--- src/rtl/ll_pkg.sv ---
// Package: shared types for the load-linked unit.
// Assumes: one outstanding read at most.
package ll_pkg;

    typedef enum logic [1:0] {
        ST_IDLE  = 2'd0,   // ready for a new request
        ST_ISSUE = 2'd1,   // read request presented, waiting for ready
        ST_WAIT  = 2'd2    // read accepted, waiting for data
    } ll_state_e;

endpackage

--- src/rtl/ll_align_chk.sv ---
// Module: natural-alignment test for word and doubleword accesses.
// Assumes: word = 4 bytes, doubleword = 8 bytes; purely combinational.
module ll_align_chk #(
    parameter int ADDR_W   = 32,
    parameter int WORD_B   = 4,
    parameter int DWORD_B  = 8
) (
    input  logic [ADDR_W-1:0] addr,
    input  logic              dword,
    output logic              misaligned
);
    localparam int WLSB = $clog2(WORD_B);
    localparam int DLSB = $clog2(DWORD_B);

    logic [ADDR_W-1:0] wmask;
    logic [ADDR_W-1:0] dmask;

    // Build low-bit masks for each access size.
    always_comb begin
        wmask = '0;
        dmask = '0;
        for (int i = 0; i < WLSB; i++) wmask[i] = 1'b1;
        for (int i = 0; i < DLSB; i++) dmask[i] = 1'b1;
    end

    // Any set bit under the size mask means a misaligned address.
    always_comb begin
        misaligned = |(addr & (dword ? dmask : wmask));
    end
endmodule

--- src/rtl/ll_extend.sv ---
// Module: widens read data to the result width.
// Assumes: word data sits in the low WORD_W bits of the response.
module ll_extend #(
    parameter int DATA_W = 64,
    parameter int WORD_W = 32
) (
    input  logic [DATA_W-1:0] raw,
    input  logic              dword,
    output logic [DATA_W-1:0] widened
);
    localparam int HI_W = DATA_W - WORD_W;

    logic [DATA_W-1:0] sext;

    generate
        if (HI_W > 0) begin : g_ext
            // Copy the word sign bit into all upper bits.
            always_comb sext = {{HI_W{raw[WORD_W-1]}}, raw[WORD_W-1:0]};
        end else begin : g_same
            // Word already fills the result width.
            always_comb sext = raw;
        end
    endgenerate

    // Doubleword passes through, word takes the sign-extended form.
    always_comb widened = dword ? raw : sext;
endmodule

--- src/rtl/ll_ctrl.sv ---
// Module: request/read sequencer for the load-linked unit.
// Assumes: one read in flight; responses arrive only after the read is accepted.
module ll_ctrl
    import ll_pkg::*;
(
    input  logic clk,
    input  logic rst_n,
    input  logic req_valid,
    input  logic misaligned,
    input  logic mem_rd_ready,
    input  logic mem_rsp_valid,
    output logic req_ready,
    output logic take_fault,
    output logic take_load,
    output logic mem_rd_valid,
    output logic rsp_take
);
    ll_state_e state_q, state_d;

    // Decode the handshake events of the current cycle.
    always_comb begin
        req_ready    = (state_q == ST_IDLE);
        take_fault   = req_ready && req_valid && misaligned;
        take_load    = req_ready && req_valid && !misaligned;
        mem_rd_valid = (state_q == ST_ISSUE);
        rsp_take     = (state_q == ST_WAIT) && mem_rsp_valid;
    end

    // Next-state selection.
    always_comb begin
        state_d = state_q;
        unique case (state_q)
            ST_IDLE:  if (take_load) state_d = ST_ISSUE;
            ST_ISSUE: if (mem_rd_ready) state_d = ST_WAIT;
            ST_WAIT:  if (mem_rsp_valid) state_d = ST_IDLE;
            default:  state_d = ST_IDLE;
        endcase
    end

    // State register with synchronous reset.
    always_ff @(posedge clk) begin
        if (!rst_n) state_q <= ST_IDLE;
        else        state_q <= state_d;
    end
endmodule

--- src/rtl/ll_link_regs.sv ---
// Module: link, fault and result registers of the load-linked unit.
// Assumes: control events are single-cycle strobes from ll_ctrl.
module ll_link_regs #(
    parameter int ADDR_W = 32,
    parameter int DATA_W = 64
) (
    input  logic              clk,
    input  logic              rst_n,
    input  logic              take_fault,
    input  logic              take_load,
    input  logic              rsp_take,
    input  logic              clr_link,
    input  logic              req_debug,
    input  logic              req_dword,
    input  logic [ADDR_W-1:0] req_addr,
    input  logic [DATA_W-1:0] load_val,
    output logic              dword_q,
    output logic [ADDR_W-1:0] rd_addr_q,
    output logic              exc_q,
    output logic [ADDR_W-1:0] bad_q,
    output logic              res_q,
    output logic [DATA_W-1:0] res_data_q,
    output logic [ADDR_W-1:0] link_addr_q,
    output logic [DATA_W-1:0] link_val_q,
    output logic              link_ok_q
);
    // Fault pulse and bad-address capture (kept unchanged in debug mode).
    always_ff @(posedge clk) begin
        if (!rst_n) begin
            exc_q <= 1'b0;
            bad_q <= '0;
        end else begin
            exc_q <= take_fault;
            if (take_fault && !req_debug) bad_q <= req_addr;
        end
    end

    // Read address and size captured when an aligned request is taken.
    always_ff @(posedge clk) begin
        if (!rst_n) begin
            rd_addr_q <= '0;
            dword_q   <= 1'b0;
        end else if (take_load) begin
            rd_addr_q <= req_addr;
            dword_q   <= req_dword;
        end
    end

    // Result pulse and data on response.
    always_ff @(posedge clk) begin
        if (!rst_n) begin
            res_q      <= 1'b0;
            res_data_q <= '0;
        end else begin
            res_q <= rsp_take;
            if (rsp_take) res_data_q <= load_val;
        end
    end

    // Link address, value and validity; a clear wins over everything.
    always_ff @(posedge clk) begin
        if (!rst_n) begin
            link_addr_q <= '0;
            link_val_q  <= '0;
            link_ok_q   <= 1'b0;
        end else begin
            if (take_load) begin
                link_addr_q <= req_addr;
                link_ok_q   <= 1'b0;
            end
            if (rsp_take) begin
                link_val_q <= load_val;
                link_ok_q  <= 1'b1;
            end
            if (clr_link) link_ok_q <= 1'b0;
        end
    end
endmodule

--- src/rtl/ll_unit.sv ---
// Module: load-linked unit top level.
// Checks alignment, raises address errors, issues one read per aligned
// request and keeps the link address/value. Assumes untranslated addresses.
module ll_unit #(
    parameter int ADDR_W = 32,
    parameter int DATA_W = 64,
    parameter int WORD_W = 32
) (
    input  logic              clk,
    input  logic              rst_n,
    input  logic              req_valid,
    output logic              req_ready,
    input  logic [ADDR_W-1:0] req_addr,
    input  logic              req_dword,
    input  logic              req_debug,
    input  logic              clr_link,
    output logic              mem_rd_valid,
    input  logic              mem_rd_ready,
    output logic [ADDR_W-1:0] mem_rd_addr,
    input  logic              mem_rsp_valid,
    input  logic [DATA_W-1:0] mem_rsp_data,
    output logic              exc_valid,
    output logic [ADDR_W-1:0] exc_badaddr,
    output logic              res_valid,
    output logic [DATA_W-1:0] res_data,
    output logic [ADDR_W-1:0] link_addr,
    output logic [DATA_W-1:0] link_value,
    output logic              link_valid
);
    localparam int WORD_B  = WORD_W / 8;
    localparam int DWORD_B = DATA_W / 8;

    logic              misaligned;
    logic              take_fault;
    logic              take_load;
    logic              rsp_take;
    logic              dword_q;
    logic [DATA_W-1:0] load_val;

    ll_align_chk #(
        .ADDR_W (ADDR_W),
        .WORD_B (WORD_B),
        .DWORD_B(DWORD_B)
    ) u_align (
        .addr      (req_addr),
        .dword     (req_dword),
        .misaligned(misaligned)
    );

    ll_ctrl u_ctrl (
        .clk          (clk),
        .rst_n        (rst_n),
        .req_valid    (req_valid),
        .misaligned   (misaligned),
        .mem_rd_ready (mem_rd_ready),
        .mem_rsp_valid(mem_rsp_valid),
        .req_ready    (req_ready),
        .take_fault   (take_fault),
        .take_load    (take_load),
        .mem_rd_valid (mem_rd_valid),
        .rsp_take     (rsp_take)
    );

    ll_extend #(
        .DATA_W(DATA_W),
        .WORD_W(WORD_W)
    ) u_ext (
        .raw    (mem_rsp_data),
        .dword  (dword_q),
        .widened(load_val)
    );

    ll_link_regs #(
        .ADDR_W(ADDR_W),
        .DATA_W(DATA_W)
    ) u_regs (
        .clk        (clk),
        .rst_n      (rst_n),
        .take_fault (take_fault),
        .take_load  (take_load),
        .rsp_take   (rsp_take),
        .clr_link   (clr_link),
        .req_debug  (req_debug),
        .req_dword  (req_dword),
        .req_addr   (req_addr),
        .load_val   (load_val),
        .dword_q    (dword_q),
        .rd_addr_q  (mem_rd_addr),
        .exc_q      (exc_valid),
        .bad_q      (exc_badaddr),
        .res_q      (res_valid),
        .res_data_q (res_data),
        .link_addr_q(link_addr),
        .link_val_q (link_value),
        .link_ok_q  (link_valid)
    );
endmodule

--- config.mk ---
export PLATFORM = sky130hd
export DESIGN_NAME = ll_unit
export DESIGN_NICKNAME = d
export VERILOG_FILES = /design/src/rtl/ll_pkg.sv /design/src/rtl/ll_align_chk.sv /design/src/rtl/ll_extend.sv /design/src/rtl/ll_ctrl.sv /design/src/rtl/ll_link_regs.sv /design/src/rtl/ll_unit.sv
export SDC_FILE = /design/constraint.sdc
export NUM_CORES = 1
export LEC_CHECK = 0
export CAP_MARGIN = 20
export CELL_PAD_IN_SITES_DETAIL_PLACEMENT = 1
export CELL_PAD_IN_SITES_GLOBAL_PLACEMENT = 2
export CORE_MARGIN = 2
export CORE_UTILIZATION = 23
export DETAILED_ROUTE_END_ITERATION = 7
export PLACE_DENSITY = 0.85
export SYNTH_ARGS = -nofsm -noshare
export SYNTH_HDL_FRONTEND = slang
export SYNTH_SLANG_ARGS = --single-unit
--- constraint.sdc ---
create_clock -name clk -period 3.66 [get_ports clk]
set_clock_uncertainty 0.2 [all_clocks]
set_input_delay 0.549 -clock clk [delete_from_list [all_inputs] [get_ports clk]]
set_output_delay 0.549 -clock clk [all_outputs]
set_load 0.02 [all_outputs]
==> Yosys cells after proc, flatten, opt, wreduce, memory -nomap -nowiden <==
Cells that the tools add are included.
Widths: inputs -> output; s select.
{ "totals": {"ff_bits": 134, "input_bits": 104, "elab_cells": 35} }
{ "classes": {"eq_ne": 5, "muxes": 8, "bitwise_logic": 2, "reduce_logical": 12} }
{ "ops": {"columns": ["cell", "count"], "rows": [
  ["$mux 64", 1],
  ["$and 32x32->32", 1],
  ["$reduce_or 32->1", 1],
  ["$mux 2", 3],
  ["$pmux 2 s3", 1],
  ["$logic_and 1x1->1", 5],
  ["$ne 2x1->1 const B", 2],
  ["$mux 3", 1],
  ["$reduce_and 3->1", 1],
  ["$eq 2x1->1 const B", 1],
  ["$eq 2x2->1 const B", 1],
  ["$logic_not 1->1", 2],
  ["$logic_not 2->1", 1],
  ["$mux 1", 2],
  ["$ne 2x2->1 const B", 1],
  ["$reduce_bool 2->1", 1],
  ["$reduce_or 2->1", 1],
  ["$not 1->1", 1]
]} }

==> Longest topological paths before layout <==
Gate-level depths: netlist of run 1.
{ "depth": {"ltp_word": 7, "mapped_depth": 5} }

==> Cells and area by module <==
A second synthesis of run 1 with hierarchy kept.
{ "unflattened": {"cells_unflattened": 645, "hier_area_um2": 6745.2} }
{ "by_module_without_submodules": {"columns": ["mod", "n_inst", "cells_per_inst", "area_each_um2", "seq_area_each_um2"], "rows": [
  ["ll_link_regs", 1, 558, 5811.8, 2642.5],
  ["ll_extend", 1, 71, 799.5, 0.0],
  ["ll_ctrl", 1, 15, 125.1, 40.0],
  ["ll_align_chk", 1, 1, 8.8, 0.0]
]} }

==> Worst setup path before layout of run 1 <==
No wires, ideal clock.
{ "synth_timing": {"kind": "input -> register", "start": "input req_addr[2]", "end": "register u_regs.bad_q[21]", "setup_time_ns": 0.072, "arrival_ns": 1.449, "slack_ns": 1.940, "path_stages": 5, "n_path_buf": 2, "path_cell_list": "a211o_1 > nand4b_2 > buf_6 > buf_6 > mux2i_1"} }
{ "synth_via": {"elab_chain_cells": 4} }
{ "synth_lines": {"columns": ["element", "line", "text"], "rows": [
  ["start, declared", "ll_unit.sv:13", "input logic [ADDR_W-1:0] req_addr,"],
  ["$and 32x32->32", "ll_align_chk.sv:28", "misaligned = |(addr & (dword ? dmask : wmask));"],
  ["$reduce_or 32->1", "ll_align_chk.sv:28", null],
  ["$logic_and 1x1->1", "ll_ctrl.sv:23", "take_fault = req_ready && req_valid && misaligned;"],
  ["$logic_and 1x1->1", "ll_link_regs.sv:34", "if (take_fault && !req_debug) bad_q <= req_addr;"],
  ["end signal, assigned", "ll_link_regs.sv:34", null],
  ["end, declared", "ll_link_regs.sv:20", "output logic [ADDR_W-1:0] bad_q,"]
]} }
Every way passes these cells.
A chain may end at the register's enable or synchronous reset.

==> Final worst setup path of run 1 <==
{ "layout_timing": {"start": "register u_ctrl.state_q[0]", "end": "output mem_rd_valid"} }
{ "layout_via": {"elab_chain_cells": 1} }
{ "layout_lines": {"columns": ["element", "line", "text"], "rows": [
  ["start, declared", "ll_ctrl.sv:18", "ll_state_e state_q, state_d;"],
  ["start signal, assigned", "ll_ctrl.sv:43", "else state_q <= state_d;"],
  ["$eq 2x1->1", "ll_ctrl.sv:25", "mem_rd_valid = (state_q == ST_ISSUE);"],
  ["end, declared", "ll_unit.sv:17", "output logic mem_rd_valid,"]
]} }
Every way passes these cells.

==> impl_metrics.tcl, run 1 <==
set metrics [dict create \
    status "finished, final reports clean" \
    vdd_drop_max_uv 213 \
    grt_pass1_wl_um 29200 \
    reg2reg_to "u_regs.link_val_q[61]" \
    design_area_um2 9360 \
    yosysMostFrequentCell "nand2_1" \
    post_drt_wl_per_cell_um 16.2 \
    synth_ff_type "dfxtp_1" \
    grt_setup_unrepaired "no" \
    antenna_found_initial 0 \
    dpl.hpwl_um 14300 \
    cts_made_buffers 17 \
    ys_ff_latch 134 \
    cts_tree "built" \
    fmax_ghz 0.399 \
    path_clk_slew_ns 0.07 \
    synth_top_area_cell "dfxtp_1" \
    diodes 0 \
    finalHoldViolations 0 \
    grt-ovfl-total 0 \
    whs_ns 0.259 \
    synth_area_um2 5900 \
    crit_type "flip-flop to output port" \
    h-tree-depth 4 \
    ctsLongestPathBuffers 2 \
    slowest_stage "clkdlybuf4s50_1" \
    wl_um 19600 \
    path_cells "nor2b_1 -> clkdlybuf4s50_1" \
    ys_types 30 \
    final_nets 972 \
    p_leak_nw 3.94 \
    slew_headroom_pct 63.5 \
    vias 5143 \
    synth-edff-count 0 \
    ys_async_sr_fraction_pct 0 \
    syn2layout_area_growth_pct 58.7 \
    root_buffer "clkbuf_16" \
    report.final.slew_viol_count 0 \
    hold_path_startpoint "u_regs.bad_q[0]" \
    r2r_start "u_ctrl.state_q[1]" \
    cp-start-kind "flip-flop" \
    critPathMaxFanout 7 \
    synth_nets 755 \
    place.gp.congestion 0.736 \
    required_ns 2.91 \
    synth_commonest_cells "nand2_1, dfxtp_1, buf_4" \
    synth_warnings 0 \
    first_pass_iters 4 \
    drive_above_1_share_pct 5.11 \
    p_per_area_nw_per_um2 391 \
    holdPathStages 2 \
    drcViolationCount 0 \
    synth_top_area_share_pct 45.5 \
    min_period_over_period_pct 68.5 \
    grt_util_all_layers_pct 14.1 \
    fin_util_pct 37.2 \
    cp_slowest_stage_delay_ns 0.66 \
    cap_violations 0 \
    ys_top_cells_by_area "dfxtp_1, buf_4, nand2_1" \
    crit_buf_inv 1 \
    rrSetupSlack_ns 1.71 \
    ant_nets 0 \
    grt_pass1_vias 5253 \
    drtIter0Drc 203 \
    setup_violations 0 \
    cp_top_family "buffers and inverters" \
    viasPerCell 4.25 \
    ctsResizeCount 0 \
    die_w_um 164 \
    clock_latency_ns 0.41 \
    avgSynthCellArea_um2 9.06 \
    hp-class "flip-flop to flip-flop" \
    arrival_ns 1.76 \
    pin_count 333 \
    io_buffers 332 \
    place_area_um2 8770 \
    dieArea_um2 27000 \
    fin_setup_tns_ns 0 \
    tightest_slew_ns 0.547 \
    die_h_um 164 \
    postCtsSetupBuffers 0 \
    synthCells 651 \
    r2r_cells 4 \
    grt_max_degree 83 \
    initial_core_util_pct 23.4 \
    clkSinkCount 134 \
    end_kind "output port" \
    placementRows 58 \
    hold_end "u_regs.bad_q[0]" \
    yosysSeqAreaShare_pct 45.5 \
    coreArea_um2 25200 \
    hold_buffers 0 \
    min_period_ns 2.51 \
]
[cell type report]
cell class,instances,area (µm²)
timing repair buffer,340,3420
clock inverter,13,148
tap,330,413
fill,2865,15800
inverter,2,7.51
clock buffer,19,443
sequential,134,2680
multi-input combinational,373,2250
[sequential cells by signal (all words and copies together), names as in the netlist]
register and count:
u_regs.link_ok_q 1, u_regs.link_val_q 64, u_regs.exc_q 1, u_regs.rd_addr_q 32
u_ctrl.state_q 2, u_regs.dword_q 1, u_regs.res_q 1, u_regs.bad_q 32
[stage by stage]
step | cells | total power [mW] | worst slack (ns)
after floorplan | 651 | 1.74 | 1.94
after global placement | 1179 | 1.97 | 1.10
after detailed placement | 1179 | 1.98 | 1.04
after CTS | 1211 | 3.73 | 1.13
after global routing | 1211 | 3.83 | 1.05
final | 1211 | 3.66 | 1.15
[worst register-to-register path: cells and delay by family (launching register included)]
| kind | cells | cell delay [ns] |
|---|---|---|
| simple gates | 2 | 0.66 |
| flops | 1 | 0.47 |
| buf+inv | 1 | 0.35 |
| compound gates | 1 | 0.16 |
[metal layers]
| metal | GRT usage, % | share of wire, % |
|---|---|---|
| met1 | 16.0 | 41 |
| met2 | 25.1 | 51 |
| met3 | 4.19 | 6.5 |
| met4 | 4.82 | 1.9 |
| met5 | 0 | 0 |
[how the worst max path moves through the flow]
stage / to / startpoint / cells past startpoint / slack [ns]
finish: mem_rd_valid / u_ctrl.state_q[0] / 2 / 1.15
floorplan: u_regs.bad_q[21] / req_addr[2] / 5 / 1.94
global route: mem_rd_valid / u_ctrl.state_q[0] / 2 / 1.05
global placement: u_regs.bad_q[6] / req_addr[2] / 5 / 1.10
CTS: mem_rd_valid / u_ctrl.state_q[0] / 2 / 1.13
detailed placement: u_regs.bad_q[10] / req_addr[2] / 5 / 1.04
[report_power, final]
part	leakage [nW]	switching (mW)	internal, mW	total (mW)
clock network	0.277	0.692	1.03	1.72
logic	2.58	0.193	0.226	0.419
registers	1.08	0.0248	1.49	1.52
total	3.94	0.910	2.75	3.66
[cells in the final DEF, fill, tap and decap left out, types with 2 or more instances in the layout]
| master | n |
|---|---|
| clkdlybuf4s50_1 | 331 |
| nand2_1 | 192 |
| dfxtp_1 | 134 |
| mux2i_1 | 63 |
| nand3_1 | 32 |
| o211a_1 | 32 |
| a21boi_0 | 32 |
| clkbuf_16 | 17 |
| buf_4 | 6 |
| clkinvlp_4 | 4 |
| nor2b_1 | 3 |
| and3_1 | 3 |
| inv_6 | 3 |
| clkinv_4 | 3 |
| buf_12 | 3 |
| inv_1 | 2 |
| bufinv_16 | 2 |
[kinds of logic (layout without fill, tap and decap cells)]
family / Yosys count / in the layout / share of synthesized area [%]
AO/OA/AOI/OAI: 69 / 69 / 10.3
buffers and inverters: 144 / 374 / 16.4
flip-flops: 134 / 134 / 45.5
multiplexers: 63 / 63 / 10.7
AND/OR/NAND/NOR: 241 / 241 / 17.2
Note: power is estimated with default switching activity, not from simulation.
==> run 2, diff against run 1 <==
--- a/config.mk
+++ b/config.mk
@@ -9,9 +9,9 @@
 export CELL_PAD_IN_SITES_DETAIL_PLACEMENT = 1
 export CELL_PAD_IN_SITES_GLOBAL_PLACEMENT = 2
 export CORE_MARGIN = 2
-export CORE_UTILIZATION = 23
+export CORE_UTILIZATION = 19
 export DETAILED_ROUTE_END_ITERATION = 7
-export PLACE_DENSITY = 0.85
+export PLACE_DENSITY = 0.75
 export SYNTH_ARGS = -nofsm -noshare
 export SYNTH_HDL_FRONTEND = slang
 export SYNTH_SLANG_ARGS = --single-unit
==> constraint.sdc (replaced) <==
create_clock -name clk -period 2 [get_ports clk]
set_clock_uncertainty 0.2 [all_clocks]
set_input_delay 0.3 -clock clk [delete_from_list [all_inputs] [get_ports clk]]
set_output_delay 0.3 -clock clk [all_outputs]
set_load 0.02 [all_outputs]
==> impl_metrics.tcl, run 2 (synthesized netlist as in run 1, its figures left out) <==
set metrics [dict create \
    top_regs "u_regs.link_val_q x64, u_regs.bad_q x32, u_regs.rd_addr_q x32" \
    grt_pass1_vias 5333 \
    first_pass_iters 4 \
    r2r_cells 5 \
    slew_headroom_pct 75.7 \
    internal-power_mw 4.96 \
    design_area_um2 9670 \
    path_cells "clkdlybuf4s50_1" \
    coreArea_um2 30600 \
    grt-ovfl-total 0 \
    fill_cells 3501 \
    rrSetupSlack_ns 0.39 \
    root_buffer "clkbuf_16" \
    place.gp.congestion 0.709 \
    reg2reg_to "u_regs.link_val_q[34]" \
    switching_power_mw 1.85 \
    path_clk_slew_ns 0.07 \
    antenna_found_initial 0 \
    mostFrequentLayoutCell "clkdlybuf4s50_1" \
    drive_above_1_share_pct 7.02 \
    vias 5166 \
    hold_path_startpoint "rst_n" \
    fmax_ghz 0.513 \
    power_mw 6.81 \
    slowest_stage "clkdlybuf4s50_1" \
    p_per_area_nw_per_um2 704 \
    report.final.slew_viol_count 0 \
    drcViolationCount 0 \
    arrival_ns 1.45 \
    min_period_over_period_pct 97.5 \
    ctsLongestPathBuffers 2 \
    io_buffers 332 \
    p_sw_share_pct 27.2 \
    pwr-share-comb_pct 11.7 \
    required_ns 1.50 \
    die_h_um 180 \
    final_nets 989 \
    placementRows 64 \
    finalHoldViolations 0 \
    die_w_um 180 \
    grt_max_degree 46 \
    postCtsSetupBuffers 0 \
    whs_ns 0.109 \
    syn2layout_area_growth_pct 63.8 \
    most-common-layout-cells "clkdlybuf4s50_1, nand2_1, dfxtp_1, mux2i_1" \
    cts_tree "built" \
    largest-register "u_regs.link_val_q" \
    cp-start-kind "flip-flop" \
    hp-class "input port to flip-flop" \
    hold_buffers 0 \
    pin_count 333 \
    end_kind "output port" \
    viasPerCell 3.99 \
    vdd_drop_max_uv 498 \
    clock_latency_ns 0.42 \
    critPathMaxFanout 3 \
    grt_pass1_wl_um 31200 \
    r2r_start "u_ctrl.state_q[0]" \
    drtIter0Drc 139 \
    cts_made_buffers 17 \
    fin_util_pct 31.6 \
    postLayoutSetupSlackWorst_ns 0.0507 \
    crit_type "flip-flop to output port" \
    crit_path_start "u_regs.rd_addr_q[3]" \
    clkSinkCount 134 \
    initial_core_util_pct 19.3 \
    p_leak_nw 4.33 \
    min_period_ns 1.95 \
    hold_end "u_regs.link_val_q[15]" \
    cp_slowest_stage_delay_ns 0.64 \
    setup_violations 0 \
    h-tree-depth 4 \
    status "finished, final reports clean" \
    cp_top_family "buffers and inverters" \
    post-place-ws_ns -0.0392 \
    holdPathStages 2 \
    tightest_slew_ns 0.364 \
    cap_violations 0 \
    grt_util_all_layers_pct 12.2 \
    dieArea_um2 32500 \
    place_area_um2 9030 \
    diodes 0 \
    grt_setup_unrepaired "no" \
    dpl.hpwl_um 15000 \
    seqPwrFrac_pct 40.8 \
    largest_register_ffs 64 \
    power.share.clock_pct 47.5 \
    ant_nets 0 \
    wl_um 20100 \
    post_drt_wl_per_cell_um 15.6 \
    crit_buf_inv 1 \
]
## run 2: changes by cell type in the layout (fill, tap and decap cells not counted), sizes merged
cell	change
clkdlybuf4s50	-19
dlymetal6s2s	+14
inv	+7
clkinvlp	-3
dlygate4sd2	+5
clkbuf	-2
clkinv	-1
bufinv	-1
buf	+17
## run 2: cell type report
| type | instances | area [µm²] | share of cell area [%] |
|---|---|---|---|
| tap | 396 | 495 | 5.13 |
| timing repair buffer | 357 | 3620 | 37.5 |
| inverter | 2 | 7.51 | 0.0777 |
| multi-input combinational | 373 | 2250 | 23.3 |
| clock inverter | 15 | 176 | 1.83 |
| sequential | 134 | 2680 | 27.8 |
| clock buffer | 17 | 425 | 4.40 |
## run 2: metrics by stage
stage	setup TNS, ns	cells
floorplan	0	651
global placement	-0.0227	1262
detailed placement	-0.0976	1262
CTS	0	1294
global route	0	1294
finish	0	1294
## run 2: per-layer routing
metal / GRT usage (%) / share of wire, % / vias to the layer above
li1: - / - / 2524
met1: 14.2 / 42 / 2460
met2: 21.9 / 52 / 173
met3: 3.17 / 5.2 / 9
met4: 3.45 / 1.1 / 0
met5: 0 / 0 / -
## run 2: how the worst max path moves through the flow
| stage | depth (start not counted) | to | slack [ns] |
|---|---|---|---|
| 2_1_floorplan | 5 | u_regs.link_val_q[44] | 0.52 |
| 3_3_place_gp | 5 | u_regs.rd_addr_q[0] | -0.01 |
| 3_5_place_dp | 5 | u_regs.rd_addr_q[0] | -0.04 |
| 4_1_cts | 1 | mem_rd_addr[0] | 0.0002 |
| 5_1_grt | 1 | res_data[39] | 0.001 |
| 6_report | 1 | mem_rd_addr[3] | 0.05 |
## run 2: repair_timing
item	4_1_cts	5_1_grt
pin swaps	0	0
gates resized for setup	5	14
endpoints found under the setup margin	6	17
## run 2: power groups by stage
| stage | registers, mW | clock network, mW | logic (mW) |
|---|---|---|---|
| after floorplan | 2.90 | 0 | 0.284 |
| after global placement | 2.84 | 0 | 0.808 |
| after detailed placement | 2.84 | 0 | 0.811 |
| after CTS | 2.78 | 3.37 | 0.812 |
| after global routing | 2.79 | 3.50 | 0.849 |
| final | 2.78 | 3.23 | 0.796 |
==> run 3, diff against run 2 <==
--- a/config.mk
+++ b/config.mk
@@ -6,10 +6,8 @@
 export NUM_CORES = 1
 export LEC_CHECK = 0
 export CAP_MARGIN = 20
-export CELL_PAD_IN_SITES_DETAIL_PLACEMENT = 1
-export CELL_PAD_IN_SITES_GLOBAL_PLACEMENT = 2
 export CORE_MARGIN = 2
-export CORE_UTILIZATION = 19
+export CORE_UTILIZATION = 35
 export DETAILED_ROUTE_END_ITERATION = 7
 export PLACE_DENSITY = 0.75
 export SYNTH_ARGS = -nofsm -noshare
==> impl_metrics.tcl, run 3 (synthesized netlist as in run 1, its figures left out) <==
set metrics [dict create \
    power_mw 6.64 \
    r2r_cells 4 \
    report.final.slew_viol_count 0 \
    grt_pass1_vias 4746 \
    register_area_um2 2680 \
    vias 5053 \
    met1Wirelength_um 6840 \
    fill_cells 1460 \
    largest_register_ffs 64 \
    viasPerCell 4.54 \
    hp-class "input port to flip-flop" \
    drive_above_1_share_pct 6.17 \
    cp.depth 1 \
    slew_headroom_pct 58.1 \
    cap_violations 0 \
    postCtsSetupBuffers 0 \
    postLayoutSetupSlackWorst_ns 0.0487 \
    drcViolationCount 0 \
    cts_made_buffers 17 \
    grt_util_all_layers_pct 17.9 \
    syn2layout_area_growth_pct 58.8 \
    clock_latency_ns 0.41 \
    ant_nets 0 \
    tightest_slew_ns 0.628 \
    mostFrequentLayoutCell "clkdlybuf4s50_1" \
    die_h_um 134 \
    ctsLongestPathBuffers 2 \
    post_drt_wl_per_cell_um 15.0 \
    crit_buf_inv 1 \
    grt_pass1_wl_um 25200 \
    critPathMaxFanout 3 \
    placementRows 47 \
    diodes 0 \
    wl_met3_um 1230 \
    end_kind "output port" \
    finalHoldViolations 0 \
    r2r_start "u_ctrl.state_q[1]" \
    setup_violations 0 \
    grt-ovfl-total 0 \
    vdd_drop_max_uv 561 \
    path_clk_slew_ns 0.06 \
    dieArea_um2 17900 \
    post-place-ws_ns -0.0262 \
    hold_buffers 0 \
    top_regs "u_regs.link_val_q x64, u_regs.bad_q x32, u_regs.rd_addr_q x32" \
    slowest_stage "clkdlybuf4s50_1" \
    io_buffers 332 \
    h-tree-depth 4 \
    cp-start-kind "flip-flop" \
    arrival_ns 1.45 \
    most-common-layout-cells "clkdlybuf4s50_1, nand2_1, dfxtp_1, mux2i_1" \
    routed.top_layer "met4" \
    min_period_ns 1.95 \
    final_nets 984 \
    p_per_area_nw_per_um2 709 \
    antenna_found_initial 0 \
    initial_core_util_pct 35.7 \
    coreArea_um2 16500 \
    p_leak_nw 4.05 \
    met2_length_um 8300 \
    crit_path_start "u_regs.rd_addr_q[17]" \
    die_w_um 134 \
    drtIter0Drc 176 \
    wl_um 16700 \
    status "finished, final reports clean" \
    required_ns 1.50 \
    cts_tree "built" \
    reg2reg_to "u_regs.link_val_q[49]" \
    fmax_ghz 0.512 \
    grt_setup_unrepaired "no" \
    root_buffer "clkbuf_16" \
    place.gp.congestion 0.727 \
    largest-register "u_regs.link_val_q" \
    rrSetupSlack_ns 0.41 \
    cp_slowest_stage_delay_ns 0.64 \
    pin_count 333 \
    endpoint "mem_rd_addr[17]" \
    crit_type "flip-flop to output port" \
    first_pass_iters 6 \
    clkSinkCount 134 \
    grt_max_degree 57 \
    dpl.hpwl_um 12300 \
    min_period_over_period_pct 97.6 \
    cp_top_family "buffers and inverters" \
    multiInputGateArea_um2 2250 \
    path_cells "clkdlybuf4s50_1" \
]
## run 3: area by class of cell
class | count | share of cell area [%]
clock buffer | 21 | 4.91
clock inverter | 10 | 1.28
inverter | 2 | 0.0801
multi-input combinational | 373 | 24.0
sequential | 134 | 28.6
tap | 220 | 2.94
timing repair buffer | 352 | 38.1
## run 3: stage by stage
stage / std cells / TNS [ns] / utilization [%] / hold slack (ns) / cell area, µm²
after CTS: 1112 / 0 / 56.7 / 0.220 / 9370
after global placement: 1081 / 0 / 53.2 / 0.244 / 8790
after floorplan: 651 / 0 / - / 0.239 / 5900
after global routing: 1112 / 0 / 56.7 / 0.246 / 9370
final: 1112 / 0 / 56.7 / 0.238 / 9370
after detailed placement: 1081 / -0.0423 / 53.2 / 0.251 / 8790
## run 3: worst min-delay path by stage
stage / startpoint / to / slack (ns) / cells after the start
floorplan: req_dword / u_regs.dword_q / 0.24 / 2
CTS: mem_rsp_data[26] / u_regs.link_val_q[26] / 0.22 / 3
detailed placement: u_regs.bad_q[24] / u_regs.bad_q[24] / 0.25 / 2
finish: rst_n / u_regs.link_val_q[1] / 0.24 / 2
global placement: u_regs.bad_q[21] / u_regs.bad_q[21] / 0.24 / 2
global route: mem_rsp_data[2] / u_regs.link_val_q[2] / 0.25 / 3
## run 3: routing by layer
metal	track usage, %	vias to the layer above
met5	0	-
met2	31.1	202
met1	20.8	2319
met3	5.06	25
li1	-	2507
met4	6.91	0
## run 3: power breakdown
group          internal, mW  switching (mW)
combinational         0.432           0.348
sequential             2.73          0.0436
clock                  1.90            1.18
total                  5.07            1.57
## run 3: repair_timing
| item | in CTS | in global routing |
|---|---|---|
| endpoints found under the hold margin | 0 | 0 |
| gates resized for setup | 2 | 2 |
| endpoints found under the setup margin | 2 | 3 |
| cloned | 0 | 0 |
